===== src/rtl/audio_sfx_pkg.sv =====
package audio_sfx_pkg;

    localparam int SEL_W  = 3;
    localparam int PART_W = 3;
    localparam int BYTE_W = 8;
    localparam int SMP_W  = 2 * BYTE_W;

    typedef enum logic [2:0] {
        ST_IDLE,
        ST_LO_WAIT,
        ST_HI_WAIT,
        ST_GAP,
        ST_LAST
    } sfx_state_e;

endpackage


===== src/rtl/sfx_region_map.sv =====
module sfx_region_map
    import audio_sfx_pkg::*;
(
    input  logic [SEL_W-1:0]  sel_i,
    output logic [PART_W-1:0] base_part_o,
    output logic              long_o
);

    always_comb begin
        long_o = sel_i[SEL_W-1];
        if (sel_i[SEL_W-1]) begin
            base_part_o = {sel_i[SEL_W-1:1], 1'b0};
        end else begin
            base_part_o = sel_i;
        end
    end

endmodule


===== src/rtl/sfx_addr_counter.sv =====
module sfx_addr_counter
    import audio_sfx_pkg::*;
#(
    parameter int CNT_W = 16
) (
    input  logic                    clk,
    input  logic                    rst_n,
    input  logic                    start_i,
    input  logic [PART_W-1:0]       base_part_i,
    input  logic                    long_i,
    input  logic                    hi_byte_i,
    input  logic                    advance_i,
    output logic [PART_W+CNT_W-1:0] addr_o,
    output logic                    last_o
);

    localparam int IDX_W = CNT_W - 1;

    typedef struct packed {
        logic [PART_W-1:0] part;
        logic [IDX_W-1:0]  idx;
        logic              odd;
        logic              long_clip;
    } cnt_t;

    cnt_t cnt_d, cnt_q;

    logic idx_full;

    assign idx_full = &cnt_q.idx;
    assign last_o   = idx_full && (!cnt_q.long_clip || cnt_q.part[0]);
    assign addr_o   = {cnt_q.part, cnt_q.idx, cnt_q.odd};

    always_comb begin
        cnt_d = cnt_q;
        if (start_i) begin
            cnt_d.part      = base_part_i;
            cnt_d.idx       = '0;
            cnt_d.odd       = 1'b0;
            cnt_d.long_clip = long_i;
        end else if (hi_byte_i) begin
            cnt_d.odd = 1'b1;
        end else if (advance_i) begin
            cnt_d.odd = 1'b0;
            if (idx_full) begin
                cnt_d.idx     = '0;
                cnt_d.part[0] = 1'b1;
            end else begin
                cnt_d.idx = cnt_q.idx + 1'b1;
            end
        end
    end

    always_ff @(posedge clk) begin
        if (!rst_n) begin
            cnt_q <= '0;
        end else begin
            cnt_q <= cnt_d;
        end
    end

endmodule


===== src/rtl/sfx_rate_timer.sv =====
module sfx_rate_timer #(
    parameter int PERIOD = 250
) (
    input  logic clk,
    input  logic rst_n,
    input  logic run_i,
    input  logic restart_i,
    output logic slot_end_o
);

    localparam int TW = $clog2(PERIOD + 1);

    logic [TW-1:0] tick_d, tick_q;

    assign slot_end_o = (tick_q == TW'(PERIOD - 1));

    always_comb begin
        tick_d = tick_q;
        if (restart_i) begin
            tick_d = '0;
        end else if (run_i && !slot_end_o) begin
            tick_d = tick_q + 1'b1;
        end
    end

    always_ff @(posedge clk) begin
        if (!rst_n) begin
            tick_q <= '0;
        end else begin
            tick_q <= tick_d;
        end
    end

endmodule


===== src/rtl/audio_sfx_player.sv =====
module audio_sfx_player
    import audio_sfx_pkg::*;
#(
    parameter int CNT_W    = 16,
    parameter int PERIOD   = 250,
    parameter int WAIT_CYC = 2
) (
    input  logic                    clk,
    input  logic                    rst_n,
    input  logic                    play_i,
    input  logic [SEL_W-1:0]        sel_i,
    output logic [PART_W+CNT_W-1:0] rom_addr_o,
    input  logic [BYTE_W-1:0]       rom_data_i,
    output logic [SMP_W-1:0]        sample_o,
    output logic                    load_o,
    output logic                    playing_o
);

    localparam int WAIT_W = $clog2(WAIT_CYC + 1);

    typedef struct packed {
        sfx_state_e        st;
        logic [WAIT_W-1:0] wcnt;
        logic [BYTE_W-1:0] lo;
        logic [SMP_W-1:0]  smp;
        logic              load;
    } seq_t;

    seq_t seq_d, seq_q;

    logic [PART_W-1:0] base_part;
    logic              is_long;
    logic              start, hi_byte, advance, restart, last, slot_end;
    logic              wait_done;

    sfx_region_map u_map (
        .sel_i       (sel_i),
        .base_part_o (base_part),
        .long_o      (is_long)
    );

    sfx_addr_counter #(.CNT_W(CNT_W)) u_addr (
        .clk         (clk),
        .rst_n       (rst_n),
        .start_i     (start),
        .base_part_i (base_part),
        .long_i      (is_long),
        .hi_byte_i   (hi_byte),
        .advance_i   (advance),
        .addr_o      (rom_addr_o),
        .last_o      (last)
    );

    sfx_rate_timer #(.PERIOD(PERIOD)) u_timer (
        .clk        (clk),
        .rst_n      (rst_n),
        .run_i      (seq_q.st != ST_IDLE),
        .restart_i  (restart),
        .slot_end_o (slot_end)
    );

    assign wait_done = (seq_q.wcnt == WAIT_W'(WAIT_CYC - 1));

    always_comb begin
        seq_d      = seq_q;
        seq_d.load = 1'b0;
        start      = 1'b0;
        hi_byte    = 1'b0;
        advance    = 1'b0;
        restart    = 1'b0;
        unique case (seq_q.st)
            ST_IDLE: begin
                if (play_i) begin
                    start      = 1'b1;
                    restart    = 1'b1;
                    seq_d.wcnt = '0;
                    seq_d.st   = ST_LO_WAIT;
                end
            end
            ST_LO_WAIT: begin
                if (wait_done) begin
                    seq_d.lo   = rom_data_i;
                    hi_byte    = 1'b1;
                    seq_d.wcnt = '0;
                    seq_d.st   = ST_HI_WAIT;
                end else begin
                    seq_d.wcnt = seq_q.wcnt + 1'b1;
                end
            end
            ST_HI_WAIT: begin
                if (wait_done) begin
                    seq_d.smp  = {rom_data_i, seq_q.lo};
                    seq_d.load = 1'b1;
                    seq_d.wcnt = '0;
                    seq_d.st   = last ? ST_LAST : ST_GAP;
                end else begin
                    seq_d.wcnt = seq_q.wcnt + 1'b1;
                end
            end
            ST_GAP: begin
                if (slot_end) begin
                    advance    = 1'b1;
                    restart    = 1'b1;
                    seq_d.wcnt = '0;
                    seq_d.st   = ST_LO_WAIT;
                end
            end
            ST_LAST: begin
                seq_d.st = ST_IDLE;
            end
            default: begin
                seq_d.st = ST_IDLE;
            end
        endcase
    end

    always_ff @(posedge clk) begin
        if (!rst_n) begin
            seq_q    <= '0;
            seq_q.st <= ST_IDLE;
        end else begin
            seq_q <= seq_d;
        end
    end

    assign sample_o  = seq_q.smp;
    assign load_o    = seq_q.load;
    assign playing_o = (seq_q.st != ST_IDLE);

endmodule


===== config.mk =====
export PLATFORM = sky130hd
export DESIGN_NAME = audio_sfx_player
export DESIGN_NICKNAME = d
export VERILOG_FILES = /design/src/rtl/audio_sfx_pkg.sv /design/src/rtl/sfx_region_map.sv /design/src/rtl/sfx_addr_counter.sv /design/src/rtl/sfx_rate_timer.sv /design/src/rtl/audio_sfx_player.sv
export SDC_FILE = /design/constraint.sdc
export NUM_CORES = 1
export LEC_CHECK = 0
export ABC_AREA = 1
export BUFFER_PORTS_ARGS = -buffer_cell sky130_fd_sc_hd__buf_2
export CAP_MARGIN = 20
export CORE_UTILIZATION = 45
export DETAILED_ROUTE_END_ITERATION = 12
export HOLD_SLACK_MARGIN = 0.08
export PLACE_DENSITY = 0.77
export SYNTH_ARGS = -nofsm -noshare
export SYNTH_HDL_FRONTEND = slang
export SYNTH_SLANG_ARGS = --single-unit
export TNS_END_PERCENT = 100

===== constraint.sdc =====
create_clock -name clk -period 1.6 [get_ports clk]
set_input_delay 0.32 -clock clk [delete_from_list [all_inputs] [get_ports clk]]
set_output_delay 0.32 -clock clk [all_outputs]
set_load 0.01 [all_outputs]

Word-level counts from Yosys, hierarchy flattened
Index checks and enable logic that the tools add are counted.

Flip-flop bits (word level): 58. Bits of input ports: 14. Output and inout port bits: 37. Word-level logic and storage cells: 71.

$add $sub $neg: 3. Equality and inequality tests: 10. Multiplexer cells: 23. Bitwise gates (word level): 2. Reduce and logical (&&, ||, !) cells: 22.

Operators by type and width (count): two-way mux 17 bit (2); two-way mux 16 bit (1); adder 15 x 1 -> 15 bit, second input constant (1); two-way mux 15 bit (1); AND reduction 15 bit (1); two-way mux 3 bit (4); case mux 3 bit (4 select lines) (1); two-way mux 5 bit (2); two-way mux 1 bit (9); adder 8 x 1 -> 8 bit, second input constant (1); equality test 8 bit, second input constant (1); inequality test 2 bit, second input constant (4); AND reduction 2 bit (4); equality test 3 x 2 -> 1 bit, second input constant (2); case mux 2 bit (3 select lines) (1); AND reduction 3 bit (2); nonzero test 2 bit (3); nonzero test 3 bit (2); OR reduction 2 bit (3); AND reduction 4 bit (1); equality test 3 x 1 -> 1 bit, second input constant (1); zero test 3 bit (1); adder 2 x 1 -> 2 bit, second input constant (1); equality test 2 x 1 -> 1 bit, second input constant (1); 7 further kinds (10).

Logic depth before layout (Yosys ltp)
Gate-level depths: netlist of the first run.

Depth in word-level cells: 6. Mapped depth: 10. Gate-level depth less buffers: 10.

Hierarchy
A second synthesis of the first run with hierarchy kept.

Cell total of the unflattened synthesis: 430. Area, all modules: 3100.5 um2.

By module, submodules not included: audio_sfx_player (times used 1, cells an instance 177, area each 1366.3 um2, sequential area each 600.6 um2); sfx_addr_counter (times used 1, cells an instance 174, area each 1193.6 um2, sequential area each 400.4 um2); sfx_rate_timer (times used 1, cells an instance 74, area each 508.0 um2, sequential area each 160.2 um2); sfx_region_map (times used 1, cells an instance 5, area each 32.5 um2, sequential area each 0.0 um2).

Worst setup path after synthesis of the first run
OpenSTA, ideal clock, no wires.

Kind: reg-to-reg. From: reg u_addr.cnt_q (netlist bit u_addr.addr_o[1]). To: reg u_addr.cnt_q (netlist bit u_addr.addr_o[13]). Library setup time: 0.113 ns. Data arrival time: 1.386 ns. Required time: 1.487 ns. Path slack: 0.101 ns. Stages on the path, launching flop included: 9. Path buffers: 0. Clock period less this slack: 1.499 ns. Cells stage by stage: dfxtp_1 -> ha_1 -> nand3_1 -> nor2_1 -> nand2_1 -> o21ai_2 -> inv_2 -> nand2_1 -> nor2_1.

Longest elaborated chain between the ends: 2. Elaborated cells on any way between the ends: 3. Classes of those cells: add/sub: 1; mux: 1; reduce/logical: 1.

RTL lines: start, declared (RTL line sfx_addr_counter.sv:26) `cnt_t cnt_d, cnt_q;`; start signal, assigned (RTL line sfx_addr_counter.sv:58) `cnt_q <= cnt_d;`; adder 15 x 1 -> 15 bit / AND reduction 15 bit (equally long branches) (RTL line sfx_addr_counter.sv:49, sfx_addr_counter.sv:30); two-way mux 15 bit (*) (RTL line sfx_addr_counter.sv:45) `if (idx_full) begin`.

Mark *: on every way between the ends. The rest lies on a longest branch, timed or not. A chain may end at the register's enable or synchronous reset.

Final worst setup path of the first run
From: reg u_timer.tick_q[1]. To: reg u_timer.tick_q[1].

Longest elaborated chain between the ends: 4. Elaborated cells on any way between the ends: 7. Classes of those cells: add/sub: 1; eq/ne: 1; mux: 2; reduce/logical: 3.

RTL lines: start, declared (RTL line sfx_rate_timer.sv:13) `logic [TW-1:0] tick_d, tick_q;`; start signal, assigned (RTL line sfx_rate_timer.sv:30) `tick_q <= tick_d;`; equality test 8 bit (RTL line sfx_rate_timer.sv:15) `assign slot_end_o = (tick_q == TW'(PERIOD - 1));`; two-way mux 1 bit (RTL line audio_sfx_player.sv:101) `if (slot_end) begin`; case mux 1 bit (2 select lines) (RTL line audio_sfx_player.sv:71) `unique case (seq_q.st)`; OR reduction 2 bit (no line).

Several ways; a longest one is shown, not always the timed one.

==> results of run 1 <==
==> layer usage <==
metal	vias up	part of all wire [%]
met5	-	0
met1	1106	46
met4	0	2.4
met2	69	47
li1	1258	-
met3	11	4.6
==> sequential cells by signal, indices dropped and copies added, names as in the netlist <==
| register | cells |
|---|---|
| load_o | 1 |
| sample_o | 16 |
| seq_q | 13 |
| u_addr.addr_o | 18 |
| u_addr.cnt_q | 1 |
| u_timer.tick_q | 8 |
==> through the flow <==
stage               std cells  setup WS, ns
global placement          480        0.1224
CTS                       496       0.05143
finish                    496        0.1378
detailed placement        480       0.05602
floorplan                 370        0.1010
global route              496      0.005813
==> cell usage after synthesis (all sizes together) <==
cell type,count
o21ai,30
a31o,1
inv,41
dfxtp,57
a211oi,1
a31oi,1
nand3,18
nand2,72
or2,2
clkinv,1
clkbuf,3
nor3,6
and3,1
nor3b,1
o21bai,1
a21oi,18
nand4,6
buf,19
ha,3
xnor2,4
nand3b,2
nor4,1
xor2,1
nor2,80
==> cell families (layout without fill, tap and decap cells) <==
group	count (synthesis)	in the layout	share of synthesized area (%)
and+or+nand+nor	189	189	31.69
buffers and inverters	64	118	11.73
DFF	57	57	43.14
AOI/OAI and AO/OA	52	52	10.36
xor gates and xnor gates	5	5	1.656
adders and majority gates	3	3	1.419
==> power groups by stage <==
stage	clock network [mW]	registers [mW]	logic (mW)
after floorplan	0	1.66	0.600
after global placement	0	1.66	0.770
after detailed placement	0	1.67	0.788
after CTS	1.23	1.64	0.794
after global routing	1.29	1.65	0.916
final	1.20	1.64	0.800
==> worst register-to-register path, delay by kind of cell, from the launching register on <==
kind                       cells  cell delay [ns]
DFF                            1             0.35
and+or+nand+nor                4             0.46
buffers and inverters          2             0.24
adders and majority gates      1             0.17
AOI/OAI and AO/OA              1             0.15
==> worst paths after layout <==
kind | from | end | slack, ns | cells after the start
max | u_timer.tick_q[1]$_SDFFE_PP0P_ | u_timer.tick_q[1]$_SDFFE_PP0P_ | 0.14 | 8
min reg2reg | seq_q[26]$_SDFFE_PN0P_ | seq_q[26]$_SDFFE_PN0P_ | 0.43 | 2
max reg2reg | u_timer.tick_q[1]$_SDFFE_PP0P_ | u_timer.tick_q[1]$_SDFFE_PP0P_ | 0.14 | 8
min | rom_data_i[6] | seq_q[23]$_SDFFE_PN0P_ | 0.22 | 3
==> area by class of cell <==
| cell class | count | area [um^2] |
|---|---|---|
| multi-input cells | 249 | 1210 |
| repair buffers | 60 | 329.1 |
| inverters | 42 | 157.7 |
| well taps | 72 | 90.09 |
| fillers | 538 | 2462 |
| flip-flops and latches | 57 | 1144 |
| clock inverters | 5 | 30.03 |
| clock buffers | 11 | 151.4 |
==> results_dict.tcl, run 1 <==
set metrics [dict create \
    worstPathRequired_ns 1.85 \
    p_switching_mw 1.173 \
    crit_type "reg -> reg" \
    status "complete, no violations" \
    met2_usage_pct 33.39 \
    hpwl_mm 4.161 \
    die_h_um 78.67 \
    grt_pass1_wl_mm 9.784 \
    die_w_um 78.67 \
    cts_tree "built" \
    syn_to_final_growth_pct 17.64 \
    worstSkewPairLatency_ns 0.33 \
    holdCritPathClass "in -> reg" \
    cts_setup_buffers 0 \
    met1_usage_pct 23.87 \
    rsz0062_at_grt "no" \
    worst_pin_slew_ns 0.3950 \
    viasPerCell 4.927 \
    relSlewSlack_pct 73.47 \
    fp.dieArea_um2 6188 \
    cts-root-buf "clkbuf_8" \
    vdd_ir_drop_max_mv 0.7504 \
    hold_viol 0 \
    most-common-layout-cells "nor2_1 (75), nand2_1 (66), dfxtp_1 (55)" \
    finalCritPeriodShare_pct 91.39 \
    ys_warn_count 0 \
    cellPowerDensity_nw_per_um2 1168 \
    cts_resized 0 \
    placed_area_um2 2908 \
    skew_ns 0.005839 \
    holdWs_ns 0.2243 \
    crit_fanout 8 \
    use_met3_pct 4.767 \
    drt-initial-drc-count 78 \
    row_count 27 \
    antenna_found_initial 0 \
    crit_chain "inv_1 > ha_1 > and3_4 > nand2_1 > nand2_2 > inv_1 > nor2_1 > a211oi_1" \
    total_power_mw 3.635 \
    drv_cap 0 \
    cp-end-kind "flop" \
    antenna_left 0 \
    routed_wl_mm 5.707 \
    postSynthCellCount 370 \
    seqPwrFrac_pct 45.1 \
    cts.hold.buffers_added 0 \
    drc 0 \
    yosysTopAreaCell "dfxtp_1" \
    drv_slew 0 \
    synth-seq-cells 57 \
    crit_slowest_cell "dfxtp_1" \
    clock_power_share_pct 32.9 \
    num_antenna_cells 0 \
    p_int_mw 2.462 \
    worst-path-buf-inv 2 \
    arrival_ns 1.71 \
    ys_types 35 \
    port_buffers 50 \
    fin_area_um2 3112 \
    vias 2444 \
    fmax_ghz 0.6839 \
    grt_pass1_vias 2284 \
    p_leak_nw 1.488 \
    grt_max_degree 19 \
    setup_viol 0 \
    coreArea_um2 5574 \
    layout-drive-gt1-share_pct 23.82 \
    power_frac_comb_pct 22.0 \
    dr.pass1.iters 4 \
    post_synth.cell_area_avg_um2 7.149 \
    netlist_top_cells_area "dfxtp_1 (43%), nor2_1 (11%), nand2_1 (9.4%)" \
    p_sw_share_pct 32.28 \
    h-tree-depth 3 \
    final_core_util_pct 55.82 \
    netlist.area_leader.share_pct 43.14 \
    clock_sinks 57 \
    crit_top_cell "inv_1" \
    start_util_pct 47.45 \
    crit_family "simple AND/OR/NAND/NOR gates" \
    busiest_layer "met2" \
    synth_area_um2 2645 \
    synth-seq-area-share_pct 43.14 \
    path_clk_slew_ns 0.07 \
    cts_buffer_depth 2 \
    setup-tns-final_ns 0 \
    min_period_ns 1.462 \
    grt_util_all_layers_pct 20.15 \
    gp_congestion 0.8195 \
    start_kind "flop" \
    nNetsFinal 436 \
    final_common_cell "nor2_1" \
    synth_nets 387 \
    grt.overflow.total 0 \
    wire_per_inst_um 11.51 \
    io_pins 51 \
    cts_made_buffers 9 \
    crit_path_max_incr_delay_ns 0.35 \
]
(Power assumes the default switching activity.)
==> run 2: changes to the inputs <==
--- a/config.mk
+++ b/config.mk
@@ -5,7 +5,6 @@
 export SDC_FILE = /design/constraint.sdc
 export NUM_CORES = 1
 export LEC_CHECK = 0
-export ABC_AREA = 1
 export BUFFER_PORTS_ARGS = -buffer_cell sky130_fd_sc_hd__buf_2
 export CAP_MARGIN = 20
 export CORE_UTILIZATION = 45
==> run 2 against run 1 <==
The flow now finishes with violations (setup timing). Via count grew 6.8%. Total power up 22%. Utilization increased by 11 points. Combinational power increased by 81%. Global-route usage is 0.56 points higher. First-iteration DRC count increased by 76%. Register-to-register slack got worse by 0.40 ns.
==> results_dict.tcl, run 2 <==
set metrics [dict create \
    cts_buffer_depth 2 \
    placed_area_um2 3267 \
    worstPathRequired_ns 1.87 \
    syn_to_final_growth_pct 38.82 \
    relSlewSlack_pct 73.18 \
    drt-initial-drc-count 137 \
    layout-drive-gt1-share_pct 41.71 \
    crit_family "simple AND/OR/NAND/NOR gates" \
    yosysMostFrequentCell "dfxtp_1" \
    yosysTopAreaCell "dfxtp_1" \
    r2r-end "u_addr.addr_o[12]$_SDFFE_PP0P_" \
    setup_viol 18 \
    nNetsFinal 422 \
    start_kind "flop" \
    netlist_top_cells_area "dfxtp_1 (42%), nand2_1 (6.9%), a21boi_0 (5.0%)" \
    status "finished, violations left" \
    violations "setup timing" \
    pre_cts_ws_ns -0.2708 \
    clock_power_share_pct 29.8 \
    synth_top_family_by_area "simple AND/OR/NAND/NOR gates" \
    grt_max_degree 24 \
    seq_area_um2 1161 \
    synth_fa_ha_area_share_pct 1.388 \
    holdCritPathClass "in -> reg" \
    vdd_ir_drop_max_mv 0.7265 \
    ys_warn_count 0 \
    synth_common_cells "dfxtp_1 (57), nand2_1 (50), a21boi_0 (18)" \
    setup_slack_ns -0.2577 \
    skew_ns 0.01742 \
    cts_tree "built" \
    yosys.area_share.simple_pct 26.98 \
    routed.top_layer "met4" \
    holdWs_ns 0.2416 \
    post_synth.cell_area_avg_um2 8.611 \
    netlist.area_leader.share_pct 42.20 \
    synthMuxAreaShare_pct 2.962 \
    grt_util_all_layers_pct 20.71 \
    regToRegSetupSlack_ns -0.26 \
    cts.hold.buffers_added 0 \
    synthXorXnorAreaFrac_pct 3.239 \
    crit_fanout 4 \
    hold_path.startpoint "rom_data_i[4]" \
    grt_pass1_vias 2188 \
    finalCritPeriodShare_pct 116.1 \
    largest_reg_flops 18 \
    io_pins 51 \
    hpwl_mm 4.503 \
    postSynthCellCount 314 \
    gp_congestion 0.8456 \
    cts_made_buffers 9 \
    coreArea_um2 5642 \
    antenna_found_initial 0 \
    num_antenna_cells 0 \
    synth_area_um2 2704 \
    antenna_left 0 \
    dr.pass1.iters 4 \
    vias 2609 \
    hold_viol 0 \
    routed_wl_mm 6.875 \
    p_sw_share_pct 31.80 \
    crit_path_max_incr_delay_ns 0.47 \
    fillCellCount 408 \
    p_int_mw 3.017 \
    p_switching_mw 1.407 \
    drv_cap 0 \
    cellPowerDensity_nw_per_um2 1179 \
    cts-root-buf "clkbuf_8" \
    r2r-start "u_timer.tick_q[1]$_SDFFE_PP0P_" \
    hold_end "sample_o[12]$_SDFFE_PN0P_" \
    h-tree-depth 3 \
    dr_wl_met2_mm 3.366 \
    cp-end-kind "flop" \
    grt.overflow.total 0 \
    die_h_um 79.52 \
    p_leak_nw 1.664 \
    die_w_um 79.52 \
    worst_pin_slew_ns 0.3993 \
    most-common-layout-cells "buf_2 (51), buf_4 (51), nand2_1 (49)" \
    dr_wl_met3_um 334 \
    drc 0 \
    arrival_ns 2.13 \
    worst-path-buf-inv 2 \
    port_buffers 50 \
    rsz0062_at_grt "yes" \
    ys.flop_type "dfxtp_1" \
    fp.dieArea_um2 6323 \
    worst-r2r-cell-count 7 \
    multi_input_area_um2 1511 \
    hold_path_depth 3 \
    crit_type "reg -> reg" \
    wl_met1_mm 3.052 \
    synth-compound-area-share_pct 15.27 \
    crit_chain "inv_2 > ha_4 > nand3b_4 > buf_4 > or4_4 > or4_1 > a21oi_1" \
    start_util_pct 47.93 \
    wire_per_inst_um 14.26 \
    drv_slew 0 \
    synth-seq-cells 57 \
    grt_pass1_wl_mm 9.998 \
    ys_types 48 \
    seqPwrFrac_pct 37.3 \
    synth_nets 331 \
    clock_sinks 57 \
    crit_slowest_cell "or4_1" \
    synth-seq-area-share_pct 42.20 \
    row_count 27 \
    worstSkewPairLatency_ns 0.34 \
    min_period_ns 1.858 \
    power_frac_comb_pct 32.8 \
    async_flop_share_pct 0 \
    synth_edf_count 0 \
    fin_area_um2 3754 \
    fmax_ghz 0.5383 \
    viasPerCell 5.413 \
    path_clk_slew_ns 0.08 \
]
[run 2: power by group through the flow]
| stage | Sequential (mW) | Clock, mW | Combinational, mW |
|---|---|---|---|
| after global routing | 1.66 | 1.42 | 1.58 |
| after detailed placement | 1.66 | 0 | 1.14 |
| final | 1.65 | 1.32 | 1.45 |
| after global placement | 1.65 | 0 | 1.10 |
| after floorplan | 1.67 | 0 | 0.764 |
| after CTS | 1.63 | 1.33 | 1.22 |
[run 2: routing by layer]
metal,vias to the layer above,track usage [%]
met4,0,8.909
met2,75,34.10
met5,-,0
met1,1241,24.89
li1,1279,-
met3,14,6.057
[run 2: metrics by stage]
stage / power, mW / std cells / utilization, % / setup TNS [ns]
3_3_place_gp: 2.746 / 451 / 57.91 / -1.760
6_report: 4.424 / 482 / 66.53 / -2.381
4_1_cts: 4.184 / 472 / 62.74 / -1.777
5_1_grt: 4.656 / 482 / 66.53 / -4.286
3_5_place_dp: 2.795 / 451 / 57.91 / -2.224
2_1_floorplan: 2.434 / 314 / - / -1.731
[run 2: cell families after synthesis]
logic type,Yosys count
adders and majority gates,3
and+or+nand+nor,138
xor gates and xnor gates,10
buffers and inverters,36
muxes,8
DFF,57
AOI/OAI and AO/OA,62
[run 2: how the worst max path moves through the flow]
stage	startpoint	end	slack (ns)	depth (start not counted)
after floorplan	u_timer.tick_q[1]$_SDFFE_PP0P_	u_addr.addr_o[9]$_SDFFE_PP0P_	-0.32	7
after global placement	u_timer.tick_q[1]$_SDFFE_PP0P_	u_addr.addr_o[9]$_SDFFE_PP0P_	-0.21	6
after detailed placement	u_timer.tick_q[1]$_SDFFE_PP0P_	u_addr.addr_o[9]$_SDFFE_PP0P_	-0.27	6
after CTS	u_timer.tick_q[1]$_SDFFE_PP0P_	u_addr.addr_o[13]$_SDFFE_PP0P_	-0.24	6
after global routing	u_timer.tick_q[1]$_SDFFE_PP0P_	u_addr.addr_o[12]$_SDFFE_PP0P_	-0.34	7
final	u_timer.tick_q[1]$_SDFFE_PP0P_	u_addr.addr_o[12]$_SDFFE_PP0P_	-0.26	7
[run 2: what timing repair did]
item	in CTS	in global routing
cloned	0	2
setup endpoints to repair	23	37
pin swaps	6	17
buffers inserted	5	8
resized for setup	9	34
[run 2: layout make-up]
type	instances	area share [%]
clock buffer	12	4.700
clock inverter	4	0.6333
inverter	5	0.5667
multi-input combinational	221	40.27
sequential	57	30.93
tap	72	2.400
timing repair buffer	111	20.50
[run 2: tightest hold or removal path, stage by stage]
cell and delay (ns):
buf_2 0.10, nand2_1 0.04, a21boi_0 0.06
